`src/rtl/bw_pkg.sv`:
```
package bw_pkg;
   typedef struct packed {
      logic carry;
      logic sum;
   } add_out_t;

   function automatic add_out_t half_add(input logic x, input logic y);
      add_out_t r;
      r.sum   = x ^ y;
      r.carry = x & y;
      return r;
   endfunction

   function automatic add_out_t full_add(input logic x, input logic y, input logic ci);
      add_out_t r;
      r.sum   = x ^ y ^ ci;
      r.carry = (x & y) | (ci & (x ^ y));
      return r;
   endfunction
endpackage

```
`src/rtl/bw_pp_matrix.sv`:
```
// Partial products, index j*N+i holds a[i] x b[j]; inverted where exactly one index is the sign position.
module bw_pp_matrix #(
   parameter int N = 4
) (
   input  logic [N-1:0]   xa,
   input  logic [N-1:0]   xb,
   output logic [N*N-1:0] pp
);
   for (genvar j = 0; j < N; j++) begin : g_row
      for (genvar i = 0; i < N; i++) begin : g_col
         localparam bit INV = (i == N-1) != (j == N-1);
         if (INV) begin : g_nand
            assign pp[j*N+i] = ~(xa[i] & xb[j]);
         end else begin : g_and
            assign pp[j*N+i] = xa[i] & xb[j];
         end
      end
   end
endmodule

```
`src/rtl/bw_adder_row.sv`:
```
// One ripple row: half adder at the low position, full adders above it.
module bw_adder_row
   import bw_pkg::*;
#(
   parameter int N = 4
) (
   input  logic [N-1:0] x,
   input  logic [N-1:0] y,
   output logic [N-1:0] s,
   output logic         cout
);
   logic [N:0] c;
   assign c[0] = 1'b0;

   for (genvar i = 0; i < N; i++) begin : g_cell
      add_out_t r;
      if (i == 0) begin : g_ha
         assign r = half_add(x[i], y[i]);
      end else begin : g_fa
         assign r = full_add(x[i], y[i], c[i]);
      end
      assign s[i]   = r.sum;
      assign c[i+1] = r.carry;
   end

   assign cout = c[N];
   logic unused_c0;
   assign unused_c0 = c[0];
endmodule

```
`src/rtl/bw_array_mult.sv`:
```
module bw_array_mult #(
   parameter int WA = 8,
   parameter int WB = 8,
   localparam int N  = (WA > WB) ? WA : WB,
   localparam int PW = 2 * N
) (
   input  logic [WA-1:0] a,
   input  logic [WB-1:0] b,
   output logic [PW-1:0] product
);
   if (WA < 1 || WB < 1) begin : g_bad_width
      $error("bw_array_mult: operand widths must be at least 1");
   end

   logic [N-1:0]   ax, bx;
   logic [N*N-1:0] pp;

   assign ax = N'($signed(a));
   assign bx = N'($signed(b));

   bw_pp_matrix #(.N(N)) u_pp (.xa(ax), .xb(bx), .pp(pp));

   if (N == 1) begin : g_single
      assign product = {1'b0, pp[0]};
   end else begin : g_array
      logic [N-1:0] rsum [N];
      logic         rcar [N];

      assign rsum[0] = pp[N-1:0];
      assign rcar[0] = 1'b1;   // constant one at weight 2^N

      for (genvar j = 1; j < N; j++) begin : g_row
         logic [N-1:0] y;
         assign y = {rcar[j-1], rsum[j-1][N-1:1]};
         bw_adder_row #(.N(N)) u_row (
            .x   (pp[j*N +: N]),
            .y   (y),
            .s   (rsum[j]),
            .cout(rcar[j])
         );
         assign product[j] = rsum[j][0];
      end

      assign product[0]      = pp[0];
      assign product[PW-2:N] = rsum[N-1][N-1:1];
      assign product[PW-1]   = rcar[N-1] ^ 1'b1;
   end
endmodule

```
`config.mk`:
```
export PLATFORM = sky130hd
export DESIGN_NAME = bw_array_mult
export DESIGN_NICKNAME = d
export VERILOG_FILES = /design/src/rtl/bw_pkg.sv /design/src/rtl/bw_pp_matrix.sv /design/src/rtl/bw_adder_row.sv /design/src/rtl/bw_array_mult.sv
export SDC_FILE = /design/constraint.sdc
export NUM_CORES = 1
export LEC_CHECK = 0
export BUFFER_PORTS_ARGS = -buffer_cell sky130_fd_sc_hd__buf_2
export CAP_MARGIN = 20
export CORE_MARGIN = 2
export CORE_UTILIZATION = 59
export DETAILED_ROUTE_END_ITERATION = 10
export PLACE_DENSITY = 0.91
export SKIP_LAST_GASP = 1
export SLEW_MARGIN = 20
export SYNTH_ARGS = -nofsm -noshare
export SYNTH_HDL_FRONTEND = slang
export SYNTH_SLANG_ARGS = --single-unit
```
`constraint.sdc`:
```
create_clock -name vclk -period 20
set_input_delay 4 -clock vclk [all_inputs]
set_output_delay 4 -clock vclk [all_outputs]
set_load 0.02 [all_outputs]
```
==> summary.txt <==
Status
  – Status: finished, final reports clean

Critical path
  – Crit path top cell by count: fa_1
  – Critical Path RT: about 16 ns
  – CP max FO: 8
  – CP Data Arrival Time: around 14 ns
  – Worst Setup End Kind: output port
  – Max incr delay on CP: roughly 0.52 ns
  – CP Buf/Inv Count: 4
  – Cell family with most CP delay: adder cells
  – Startpoint Class: primary input
  – Worst path slowest cell: fa_1
  – WS Path Type: in2out

STA
  – Max-slew violations: 0
  – Worst rel slew slack: 0.900
  – Final hold slack: 8.43 ns
  – Fin crit share: 0.880
  – Final TNS setup: 0 ns
  – Worst-Margin Slew: about 0.15 ns
  – Minimum clock period: approximately 18 ns
  – RSZ-0062 raised after global routing: no
  – Finish-stage setup viols: 0
  – Final hold viol count: 0
  – Fmax: ~57 MHz

Yosys
  – Cell count after synthesis: between 100 and 150
  – Syn avg cell area: 11.0 um2
  – Mapped Area: roughly 1500 um2
  – Yosys warnings: 0
  – Syn Nets: roughly 200
  – Synth cell types: 6
  – Sequential share of the synthesized area: 0

Cells and area
  – FF/Latch Area: 0 um2
  – # nets final: 239
  – Seq cells: 0
  – Area Growth Syn to Fin: 12.6%
  – N_diodes: 0
  – Final Instance Area: around 1700 um2
  – CLK BUF: 0
  – Layout Utilization: 0.685
  – Layout cells sized above 1: 0.194

Floorplanning
  – Core Box Area: between 2000 and 2500 um2
  – Initial Util: 0.608
  – # rows: 18
  – Die Y: 54.1 um
  – I/O pins: 32
  – Die area: slightly below 3000 um2
  – Chip Width: 54.1 um

Global routing
  – Largest net degree at the start of global routing: 9
  – First-pass GRT wire length: ~4300 um
  – GRT overflow: 0
  – Number of global-route vias before repair: approximately 1,200
  – Initial antenna violation count: 0
  – GRT Util Overall: 0.200

Flow run
  – Max_cap viols: 0

Drt
  – DR DRC count: 0
  – Via density: between 5 and 6
  – Routed WL: 2460 um
  – Via count: 1,020
  – DRT iter0 DRCs: 4
  – Pre-antenna DRT Iters: 4
  – Post-DRT Antenna Nets: 0
  – DR WL/cell: around 13 um

Clock tree
  – CTS resizes: 0
  – Hold-fix buffers at CTS: 0
  – Postcts setup bufs: 0

Placement
  – GPL Wtd Cong: between 0.7 and 0.8
  – Placed Area: about 1700 um2
  – PortBufs: 32
  – Final HPWL DP: about 2400 um

Worst hold path
  – Min-Delay Path Class: in2out
==> path summary, 6_finish.rpt <==
kind | start | cells after the start | end
worst max-delay path | b[0] | 25 | product[14]
worst min-delay path | a[0] | 3 | product[0]
==> area by class of cell <==
type | instances | area, um2
multi-input cells | 120 | 1420
well taps | 30 | 37.5
inverters | 13 | 48.8
repair buffers | 32 | 160
fillers | 204 | 767
==> placed cells by master (no fill, tap or decap) <==
cell and count:
fa_1 48, nand2_1 17, inv_1 13, ha_1 8, and2_1 47, buf_2 32
==> tightest hold or removal path, cell delays in order <==
cell and delay [ns]:
buf_2 0.14, and2_1 0.14, buf_2 0.15
==> cells in the mapped netlist <==
cell type	instances	area [um2]
and2_1	47	294
buf_6	1	11.3
ha_1	8	100
nand2_1	17	63.8
fa_1	48	961
inv_1	13	48.8
==> stage by stage <==
step,instances,setup slack [ns]
2_1_floorplan,134,2.83
3_3_place_gp,195,2.52
3_5_place_dp,195,2.34
4_1_cts,195,2.34
5_1_grt,195,2.02
6_report,195,2.41
==> logic make-up (layout without fill, tap and decap cells) <==
group                    count (synthesis)  in the layout  synth area share
adder cells (fa/ha/maj)                 56             56             0.717
buffers and inverters                   14             45            0.0406
AND/OR/NAND/NOR                         64             64             0.242
==> layer usage <==
layer | routed length (um) | track usage
met2 | 1470 | 0.439
met4 | 60 | 0.0500
met5 | 0 | 0
met3 | 86 | 0.00278
met1 | 841 | 0.197
Power is not shown: default switching activity piles up to over one toggle a cycle in this logic, so the estimate is an artifact.
